<file path="config.mk">
export PLATFORM = sky130hd
export DESIGN_NAME = ext_trig_unit
export DESIGN_NICKNAME = d
export VERILOG_FILES = /design/src/rtl/ext_trig_pkg.sv /design/src/rtl/ext_trig_filter.sv /design/src/rtl/ext_trig_ctrl.sv /design/src/rtl/ext_trig_dp.sv /design/src/rtl/ext_trig_unit.sv
export SDC_FILE = /design/constraint.sdc
export NUM_CORES = 1
export LEC_CHECK = 0
export ABC_AREA = 1
export ABC_CLOCK_PERIOD_IN_PS = 2000
export BUFFER_PORTS_ARGS = -buffer_cell sky130_fd_sc_hd__buf_4
export CORE_MARGIN = 8
export CORE_UTILIZATION = 29
export DETAILED_ROUTE_END_ITERATION = 16
export SKIP_LAST_GASP = 1
export SYNTH_ARGS = -nofsm -noshare
export SYNTH_HDL_FRONTEND = slang
export SYNTH_SLANG_ARGS = --single-unit
</file>
<file path="constraint.sdc">
create_clock -name clk -period 2 [get_ports clk]
set_clock_uncertainty 0.05 [all_clocks]
set_input_delay 0.2 -clock clk [delete_from_list [all_inputs] [get_ports clk]]
set_output_delay 0.2 -clock clk [all_outputs]
set_load 0.01 [all_outputs]
</file>
<file path="src/rtl/ext_trig_pkg.sv">
package ext_trig_pkg;

  typedef enum logic [1:0] {
    EDGE_FALL = 2'b00,
    EDGE_RISE = 2'b01,
    EDGE_ANY  = 2'b10,
    EDGE_OFF  = 2'b11
  } edgeSel_e;

  typedef struct packed {
    logic capLoad;
    logic cntClear;
    logic flagSet;
  } trigStrobe_t;

endpackage

</file>
<file path="src/rtl/ext_trig_filter.sv">
module ext_trig_filter #(
  parameter int SYNC_STAGES = 2,
  parameter int DEB_LEN     = 3
) (
  input  logic clk,
  input  logic rstN,
  input  logic pinRaw,
  input  logic debEn,
  output logic levelOut
);
  localparam int DCW = $clog2(DEB_LEN + 1);
  localparam logic [DCW-1:0] DLAST = DCW'(DEB_LEN - 1);

  logic [SYNC_STAGES-1:0] syncChain;
  logic                   syncLvl;
  logic                   debLvl;
  logic [DCW-1:0]         debCnt;

  generate
    if (SYNC_STAGES == 1) begin : g_sync1
      always_ff @(posedge clk or negedge rstN) begin
        if (!rstN) syncChain <= '0;
        else       syncChain <= pinRaw;
      end
    end else begin : g_syncN
      always_ff @(posedge clk or negedge rstN) begin
        if (!rstN) syncChain <= '0;
        else       syncChain <= {syncChain[SYNC_STAGES-2:0], pinRaw};
      end
    end
  endgenerate

  assign syncLvl = syncChain[SYNC_STAGES-1];

  // debounce: count consecutive samples that disagree with the held level
  always_ff @(posedge clk or negedge rstN) begin
    if (!rstN) begin
      debLvl <= 1'b0;
      debCnt <= '0;
    end else if (syncLvl == debLvl) begin
      debCnt <= '0;
    end else if (debCnt == DLAST) begin
      debLvl <= syncLvl;
      debCnt <= '0;
    end else begin
      debCnt <= debCnt + 1'b1;
    end
  end

  assign levelOut = debEn ? debLvl : syncLvl;

endmodule

</file>
<file path="src/rtl/ext_trig_ctrl.sv">
module ext_trig_ctrl
  import ext_trig_pkg::*;
(
  input  logic        clk,
  input  logic        rstN,
  input  logic        level,
  input  logic [1:0]  edgeSel,
  input  logic        pinEn,
  input  logic        resetMode,
  output trigStrobe_t strobe
);
  logic prevLvl;
  logic isRise;
  logic isFall;
  logic hit;

  always_ff @(posedge clk or negedge rstN) begin
    if (!rstN) prevLvl <= 1'b0;
    else       prevLvl <= level;
  end

  assign isRise = level & ~prevLvl;
  assign isFall = ~level & prevLvl;

  always_comb begin
    unique case (edgeSel_e'(edgeSel))
      EDGE_FALL: hit = isFall;
      EDGE_RISE: hit = isRise;
      EDGE_ANY:  hit = isRise | isFall;
      default:   hit = 1'b0;
    endcase
    hit = hit & pinEn;
  end

  always_comb begin
    strobe.flagSet  = hit;
    strobe.capLoad  = hit & ~resetMode;
    strobe.cntClear = hit & resetMode;
  end

endmodule

</file>
<file path="src/rtl/ext_trig_dp.sv">
module ext_trig_dp
  import ext_trig_pkg::*;
#(
  parameter int CNT_W = 24
) (
  input  logic             clk,
  input  logic             rstN,
  input  logic [CNT_W-1:0] countVal,
  input  trigStrobe_t      strobe,
  input  logic             flagClr,
  input  logic             irqEn,
  output logic [CNT_W-1:0] capVal,
  output logic             cntRstPulse,
  output logic             evtFlag,
  output logic             evtIrq
);
  always_ff @(posedge clk or negedge rstN) begin
    if (!rstN)               capVal <= '0;
    else if (strobe.capLoad) capVal <= countVal;
  end

  always_ff @(posedge clk or negedge rstN) begin
    if (!rstN) cntRstPulse <= 1'b0;
    else       cntRstPulse <= strobe.cntClear;
  end

  // set wins over a simultaneous clear
  always_ff @(posedge clk or negedge rstN) begin
    if (!rstN)               evtFlag <= 1'b0;
    else if (strobe.flagSet) evtFlag <= 1'b1;
    else if (flagClr)        evtFlag <= 1'b0;
  end

  assign evtIrq = evtFlag & irqEn;

endmodule

</file>
<file path="src/rtl/ext_trig_unit.sv">
module ext_trig_unit
  import ext_trig_pkg::*;
#(
  parameter int CNT_W       = 24,
  parameter int SYNC_STAGES = 2,
  parameter int DEB_LEN     = 3
) (
  input  logic             clk,
  input  logic             rstN,
  input  logic             trigPin,
  input  logic [CNT_W-1:0] countVal,
  input  logic [1:0]       edgeSel,
  input  logic             pinEn,
  input  logic             resetMode,
  input  logic             irqEn,
  input  logic             debEn,
  input  logic             flagClr,
  output logic [CNT_W-1:0] capVal,
  output logic             cntRstPulse,
  output logic             evtFlag,
  output logic             evtIrq
);
  logic        pinLvl;
  trigStrobe_t strobe;

  ext_trig_filter #(.SYNC_STAGES(SYNC_STAGES), .DEB_LEN(DEB_LEN)) u_filter (
    .clk(clk), .rstN(rstN), .pinRaw(trigPin), .debEn(debEn), .levelOut(pinLvl)
  );

  ext_trig_ctrl u_ctrl (
    .clk(clk), .rstN(rstN), .level(pinLvl), .edgeSel(edgeSel),
    .pinEn(pinEn), .resetMode(resetMode), .strobe(strobe)
  );

  ext_trig_dp #(.CNT_W(CNT_W)) u_dp (
    .clk(clk), .rstN(rstN), .countVal(countVal), .strobe(strobe),
    .flagClr(flagClr), .irqEn(irqEn), .capVal(capVal),
    .cntRstPulse(cntRstPulse), .evtFlag(evtFlag), .evtIrq(evtIrq)
  );

endmodule

</file>
== After elaboration in Yosys (flattened, before gate mapping) ==
Index checks and enable logic that the tools add are counted.
Word-level totals
  register bits after elaboration: 32
  bits of input ports: 34
  output and inout bits: 27
  logic and storage cells: 32
Operators by class
  add/subtract/negate cells: 1
  equality and inequality tests: 4
  mux-type cells: 6
  bitwise operators: 11
  reductions and logical operators: 3
Operators with widths (count)
  $and 1x1->1: 6
  $eq 2x2->1 const B: 2
  $mux 2: 2
  $not 1->1: 4
  $mux 1: 3
  $pmux 1 s3: 1
  $add 2x1->2 const B: 1
  $eq 2x1->1 const B: 1
  $logic_not 2->1: 1
  $reduce_and 2->1: 1
  $reduce_bool 2->1: 1
  $eq 1x1->1: 1
  $or 1x1->1: 1

== Logic depth before layout (Yosys ltp) ==
Gate-level depths: netlist (run 1).
  word-level depth: 7
  mapped depth: 12

== By module ==
A second synthesis (run 1) with hierarchy kept.
Second synthesis, totals
  cells, all modules: 151
  area, all modules: 1356.3 µm²
By module, submodules not included
  ext_trig_dp: instances 1, cells an instance 110, area an instance 1047.3 µm², seq. area each 650.6 µm²
  ext_trig_filter: instances 1, cells an instance 23, area an instance 195.2 µm², seq. area each 125.1 µm²
  ext_trig_ctrl: instances 1, cells an instance 18, area an instance 113.9 µm², seq. area each 25.0 µm²

== Worst setup path before layout (run 1) ==
Ideal clock, no wire load.
  kind: flip-flop to flip-flop
  from: register u_filter.syncChain[1]
  to: register u_dp.capVal[1]
  library setup time: 118 ps
  arrival: 1437 ps
  required time: 1832 ps
  slack: 395 ps
  cell stages (with the launch flop): 10
  clock period less this slack: 1605 ps
  cells stage by stage: dfrtp_1 -> o21ai_0 -> ha_1 -> nand2_1 -> nand3_2 -> nand2_4 -> nand3_4 -> buf_6 -> nand2_1 -> nand2_1
Between the ends
  cells in the longest elaborated chain, start to end: 7
Ends and longest elaborated chain
  from (decl): line ext_trig_filter.sv:14  | logic [SYNC_STAGES-1:0] syncChain;
  from (signal assigned): line ext_trig_filter.sv:28  | else syncChain <= {syncChain[SYNC_STAGES-2:0], pinRaw};
  $mux 1 (*): line ext_trig_filter.sv:50  | assign levelOut = debEn ? debLvl : syncLvl;
  $not 1->1: line ext_trig_ctrl.sv:23  | assign isFall = ~level & prevLvl;
  $and 1x1->1: line ext_trig_ctrl.sv:23
  $or 1x1->1: line ext_trig_ctrl.sv:29  | EDGE_ANY: hit = isRise | isFall;
  $pmux 1 s3 (*): line ext_trig_ctrl.sv:26  | unique case (edgeSel_e'(edgeSel))
  $and 1x1->1 (*): line ext_trig_ctrl.sv:32  | hit = hit & pinEn;
  $and 1x1->1 (*): line ext_trig_ctrl.sv:37  | strobe.capLoad = hit & ~resetMode;
  to (signal assigned): line ext_trig_dp.sv:19  | else if (strobe.capLoad) capVal <= countVal;
  to (decl): line ext_trig_dp.sv:12  | output logic [CNT_W-1:0] capVal,
Every way passes the cells marked *; elsewhere a longest branch is shown, timed or not.
A chain may end at the register's enable or synchronous reset.

== Worst setup path after layout (run 1) ==
  from: register u_filter.syncChain[1]
  to: register u_dp.capVal[18]
The elaborated chain is that of the path after synthesis.

==> run summary, run 1 <==
drt first-iter violations: 50
Clock Latency Late Sink: 0.28 ns
ANT nets after route: 0
Most common cell on crit path: nand2_1
fmax: 565 MHz
WL final: 3.62 mm
Initial DRT Pass Iterations: 4
Rows: 25
NetSw: 0.000816 W
clock share of power: 20.8%
# DRC: 0
register area share after synthesis: 58.7%
Lkg Pwr: 1.07 nW
Power per Cell Area: 1240 mW/mm²
setup violators final: 0
Synth Cell Area: 0.00137 mm²
Final min period: 1.77 ns
fin crit share: 88.5%
RD Place Congestion: 0.702
CP Max Fanout: 24
Setup TNS Final: 0 ns
fraction of layout cells with a size suffix above 1: 35.3%
worst slew pin tran: 0.523 ns
core footprint: 0.00463 mm²
Seq cells post-synth: 32
CP arrival: 1.88 ns
syn avg cell area: 9.48 µm²
I/O pins: 61
initial antenna violation count: 0
WS Path Type: reg2reg
relative slew slack: 64.9%
Post-Synthesis Cells: 144
CTS clk-pin slew, worst paths: 0.06 ns
Ys Warns: 0
Num CTS Buffers: 5
Area Growth Syn to Fin: 42.9%
Peak supply drop: 0.000582 V
Resized cells post-CTS: 0
status: finished clean
first-pass GRT wire length: 5.95 mm
post-DR vias/cell: 4.53
CTS root buffer: clkbuf_8
DP HPWL: 2.61 mm
internal cell power: 0.00161 W
worst hold path type: in2reg
CP Cell Sequence: o21ai_0 -> ha_1 -> nand2_1 -> nand3_2 -> nand2_4 -> nand3_4 -> nand2_1 -> nand2_1
Antenna diodes: 0
Global Route Usage Sum: 10.5%
Pwr Total: 0.00242 W
Sw Share: 33.7%
Max Buffers Root-to-Sink: 2
grt ovf: 0
input/output buffers: 60
Synth cell types: 17
Slew Viols, Final: 0
die footprint: 0.00716 mm²
Die X: 84.6 µm
Combinational Power Share: 36.0%
largest net degree at the start of global routing: 33
via count: 1183
Worst Path Required: 2.11 ns
TritonCTS clock tree: done
startpoint types: flip-flop
Slowest cell on crit path: dfrtp_1
nets: 242
Starting Density: 29.5%
Clock Sinks: 32
Seq pwr share: 43.2%
post-DR wirelength/cell: 13.9 µm
syn_nets: 180
crit end category: flip-flop
number of global-route vias before repair: 1215
CTS HTree Levels: 2
Final Hold Fails: 0
Worst path max stage delay: 0.39 ns
RSZ-0062 raised after global routing: false
Die Ht: 84.6 µm
Max-Cap Viols: 0
## Yosys cell counts
| library cell | count | area (µm²) |
|---|---|---|
| nor3_1 | 2 | 10.0 |
| o21ai_0 | 3 | 15.0 |
| dfrtp_1 | 32 | 801 |
| xnor2_1 | 1 | 8.76 |
| clkinv_1 | 1 | 3.75 |
| nand3_4 | 1 | 17.5 |
| clkbuf_1 | 4 | 15.0 |
| nand3_2 | 1 | 10.0 |
| nor2_1 | 1 | 3.75 |
| ha_1 | 2 | 25.0 |
| buf_6 | 2 | 22.5 |
| buf_4 | 3 | 22.5 |
| nand2_4 | 1 | 11.3 |
| nand3_1 | 1 | 5.00 |
| nand4_1 | 24 | 150 |
| inv_1 | 10 | 37.5 |
| nand2_1 | 55 | 206 |
## cell families after synthesis
family	synth area share [%]
AO/OA/AOI/OAI	1.10
XOR/XNOR	0.642
adder cells (fa/ha/maj)	1.83
buffers and inverters	7.42
flip-flops	58.7
AND/OR/NAND/NOR	30.3
## routing by layer
layer | vias up | share of wire [%] | global-route usage [%]
met1 | 539 | 44 | 12.4
met4 | 0 | 1.0 | 4.85
met5 | - | 0 | 0
li1 | 594 | - | -
met2 | 45 | 48 | 16.2
met3 | 5 | 7.0 | 4.29
## power groups by stage
stage                     Clock (W)  Sequential [W]  Combinational (W)
after floorplan                   0         0.00114           0.000311
after global placement            0         0.00106           0.000871
after detailed placement          0         0.00106           0.000890
after CTS                  0.000516         0.00105           0.000894
after global routing       0.000545         0.00108           0.000974
final                      0.000504         0.00105           0.000871
## placed cells by master, fill, tap and decap left out, drive strengths merged
| master | instances |
|---|---|
| buf | 62 |
| nand2 | 56 |
| dfrtp | 32 |
| nand4 | 24 |
| inv | 10 |
| clkbuf | 6 |
| o21ai | 3 |
| clkinv | 3 |
| nand3 | 3 |
| nor3 | 2 |
| ha | 2 |
| dlygate4sd3 | 2 |
| nor2 | 1 |
| xnor2 | 1 |
## flip-flops by register name, indices dropped and copies added (netlist names)
| name | flops |
|---|---|
| u_dp.evtFlag | 1 |
| u_ctrl.prevLvl | 1 |
| u_filter.syncChain | 2 |
| u_dp.cntRstPulse | 1 |
| u_filter.debCnt | 2 |
| u_filter.debLvl | 1 |
| u_dp.capVal | 24 |
## through the flow
stage                     setup WS [ns]  utilization [%]  instances  cell area (µm²)  hold slack, ns
after floorplan                   0.395                -        144             1370          -0.146
after global placement            0.277             39.7        251             1840           0.108
after detailed placement          0.234             39.7        251             1840           0.111
after CTS                         0.199             42.1        261             1950          0.0702
after global routing             0.0352             42.1        261             1950          0.0732
final                             0.230             42.1        261             1950          0.0724
## timing repair
| item | 4_1_cts | 5_1_grt |
|---|---|---|
| setup buffers | 0 | 0 |
| hold buffers | 2 | 0 |
| hold endpoints to repair | 33 | 0 |
## path summary, 6_finish.rpt
kind,depth (start not counted),from,slack (ns),endpoint
worst max-delay path,8,u_filter.syncChain[1]$_DFF_PN0_,0.23,u_dp.capVal[18]$_DFFE_PN0P_
worst min-delay path,2,flagClr,0.07,u_dp.evtFlag$_DFFE_PN0P_
worst max register to register,8,u_filter.syncChain[1]$_DFF_PN0_,0.23,u_dp.capVal[18]$_DFFE_PN0P_
worst min register to register,0,u_filter.syncChain[0]$_DFF_PN0_,0.30,u_filter.syncChain[1]$_DFF_PN0_
max in group asynchronous,2,rstN,1.26,u_dp.capVal[17]$_DFFE_PN0P_
min in group asynchronous,2,rstN,0.35,u_filter.syncChain[0]$_DFF_PN0_
## critical path: cells and delay by family, from the launching register on
kind / cells / cell delay [ns]
AO/OA/AOI/OAI: 1 / 0.25
adder cells (fa/ha/maj): 1 / 0.28
AND/OR/NAND/NOR: 6 / 0.68
flip-flops: 1 / 0.39
## cell type report
class                           instances  area (µm²)
Fill cell                             495        2680
Multi-Input combinational cell         92         463
Tap cell                               54        67.6
Timing Repair Buffer                   64         485
Clock buffer                            6        82.6
Sequential cell                        32         801
Clock inverter                          2        10.0
Inverter                               11        41.3
(Power assumes the default switching activity.)
==> inputs of run 2 (changes only) <==
Settings changed: ABC_CLOCK_PERIOD_IN_PS 2000 to 1860, CORE_UTILIZATION 29 to 30.
Clock period 2 ns to 1.86 ns, I/O delays scaled along.
==> run 2 against run 1 <==
Net effect: register-to-register slack got worse by 0.11 ns; via count is 1.0% lower; setup slack got worse by 0.11 ns; clock power is 8.5% higher; first-iteration DRC count fell by 18%; hold slack worse by 0.018 ns; maximum frequency up 1.9%; largest power group unchanged.
==> run summary, run 2 (same netlist as run 1, synthesis figures left out) <==
status: finished clean
Final min period: 1.74 ns
nets: 243
CP bufs+invs: 0
Worst path max stage delay: 0.40 ns
Finished Cell Area: 0.00195 mm²
Initial DRT Pass Iterations: 4
grt ovf: 0
initial antenna violation count: 0
Max Buffers Root-to-Sink: 2
Clock Sinks: 32
CP arrival: 1.85 ns
relative slew slack: 73.4%
CTS clk-pin slew, worst paths: 0.06 ns
fraction of layout cells with a size suffix above 1: 34.6%
Rows: 24
ANT nets after route: 0
worst slew pin tran: 0.399 ns
Antenna diodes: 0
post-DR vias/cell: 4.50
fin crit share: 93.4%
I/O pins: 61
CP Cell Sequence: o21ai_0 -> ha_1 -> nand2_1 -> nand3_2 -> nand2_4 -> nand3_4 -> nand2_1 -> nand2_1
Layout fillers: 460
RD Place Congestion: 0.681
setup ws final: 0.123 ns
Global Route Usage Sum: 10.4%
Seq. cell area: 801 µm²
fmax: 576 MHz
Worst Path Required: 1.97 ns
most common cell after layout, fill and taps aside: buf_4
core footprint: 0.00438 mm²
input/output buffers: 60
crit end category: flip-flop
Starting Density: 31.1%
Die X: 83.5 µm
worst slack, placed: 0.102 ns
Die Ht: 83.5 µm
CTS root buffer: clkbuf_8
Max-Cap Viols: 0
Slew Viols, Final: 0
CP Max Fanout: 24
Peak supply drop: 0.000506 V
Clock Latency Late Sink: 0.27 ns
most frequent cells in the layout: buf_4, nand2_1, dfrtp_1
biggest regs: u_dp.capVal: 24 flops, u_filter.debCnt: 2 flops, u_filter.syncChain: 2 flops
number of global-route vias before repair: 1287
largest delay contributor family on the critical path: simple AND/OR/NAND/NOR gates
setup violators final: 0
Num CTS Buffers: 5
die footprint: 0.00696 mm²
RSZ-0062 raised after global routing: true
WL final: 3.60 mm
CTS HTree Levels: 2
post-DR wirelength/cell: 13.9 µm
drt first-iter violations: 41
Most common cell on crit path: nand2_1
Final Hold Fails: 0
WS Path Type: reg2reg
area of the multi-input gates: 463 µm²
worst hold path type: in2reg
largest net degree at the start of global routing: 33
Slowest cell on crit path: dfrtp_1
first-pass GRT wire length: 6.06 mm
max reg flops: 24
Lkg Pwr: 1.07 nW
startpoint types: flip-flop
via count: 1171
DP HPWL: 2.69 mm
Largest Register: u_dp.capVal
Placement Cell Area: 0.00184 mm²
Power per Cell Area: 1330 mW/mm²
TritonCTS clock tree: done
# DRC: 0
Area Growth Syn to Fin: 43.1%
[run 2: cell count changes in the layout (fill, tap and decap cells not counted), sizes merged]
cell and change:
clkbuf +2, clkinv -2, buf +1
[run 2: layout make-up]
type	instances	area share (%)
Inverter	11	2.11
Multi-Input combinational cell	92	23.7
Timing Repair Buffer	65	25.2
Sequential cell	32	41.0
Tap cell	52	3.33
Clock buffer	8	4.61
[run 2: what timing repair did]
item / 4_1_cts / 5_1_grt
hold buffers: 2 / 0
buffers inserted: 0 / 0
endpoints found under the setup margin: 0 / 8
resized for setup: 0 / 0
endpoints found under the hold margin: 33 / 0
[run 2: path summary, 6_finish.rpt]
| kind | startpoint | endpoint | slack, ns | depth (start not counted) |
|---|---|---|---|---|
| worst max register to register | u_filter.syncChain[1]$_DFF_PN0_ | u_dp.capVal[1]$_DFFE_PN0P_ | 0.12 | 8 |
| worst min register to register | u_filter.syncChain[0]$_DFF_PN0_ | u_filter.syncChain[1]$_DFF_PN0_ | 0.31 | 0 |
| worst min-delay path | flagClr | u_dp.evtFlag$_DFFE_PN0P_ | 0.05 | 2 |
| min in group asynchronous | rstN | u_dp.capVal[13]$_DFFE_PN0P_ | 0.34 | 2 |
| worst max-delay path | u_filter.syncChain[1]$_DFF_PN0_ | u_dp.capVal[1]$_DFFE_PN0P_ | 0.12 | 8 |
| max in group asynchronous | rstN | u_dp.capVal[11]$_DFFE_PN0P_ | 1.13 | 2 |
[run 2: routing by layer]
layer	part of all wire (%)	up-vias	global-route usage, %
met1	44	526	11.9
li1	-	597	-
met5	0	-	0
met3	8.4	6	5.37
met2	46	42	16.8
met4	0.81	0	2.35
[run 2: report_power, final]
part / switching (W) / internal [W] / total (W)
clock: 0.000245 / 0.000302 / 0.000547
combinational: 0.000463 / 0.000475 / 0.000938
sequential: 0.000156 / 0.000964 / 0.00112
total: 0.000864 / 0.00174 / 0.00261
[run 2: metrics by stage]
stage	setup TNS [ns]	instances	hold WS [ns]	power (W)	utilization, %
after floorplan	0	144	-0.160	0.00156	-
after global placement	0	250	0.0965	0.00208	42.0
after detailed placement	0	250	0.101	0.00210	42.0
after CTS	0	260	0.0560	0.00265	44.5
after global routing	-0.0758	260	0.0511	0.00281	44.5
final	0	260	0.0548	0.00261	44.5
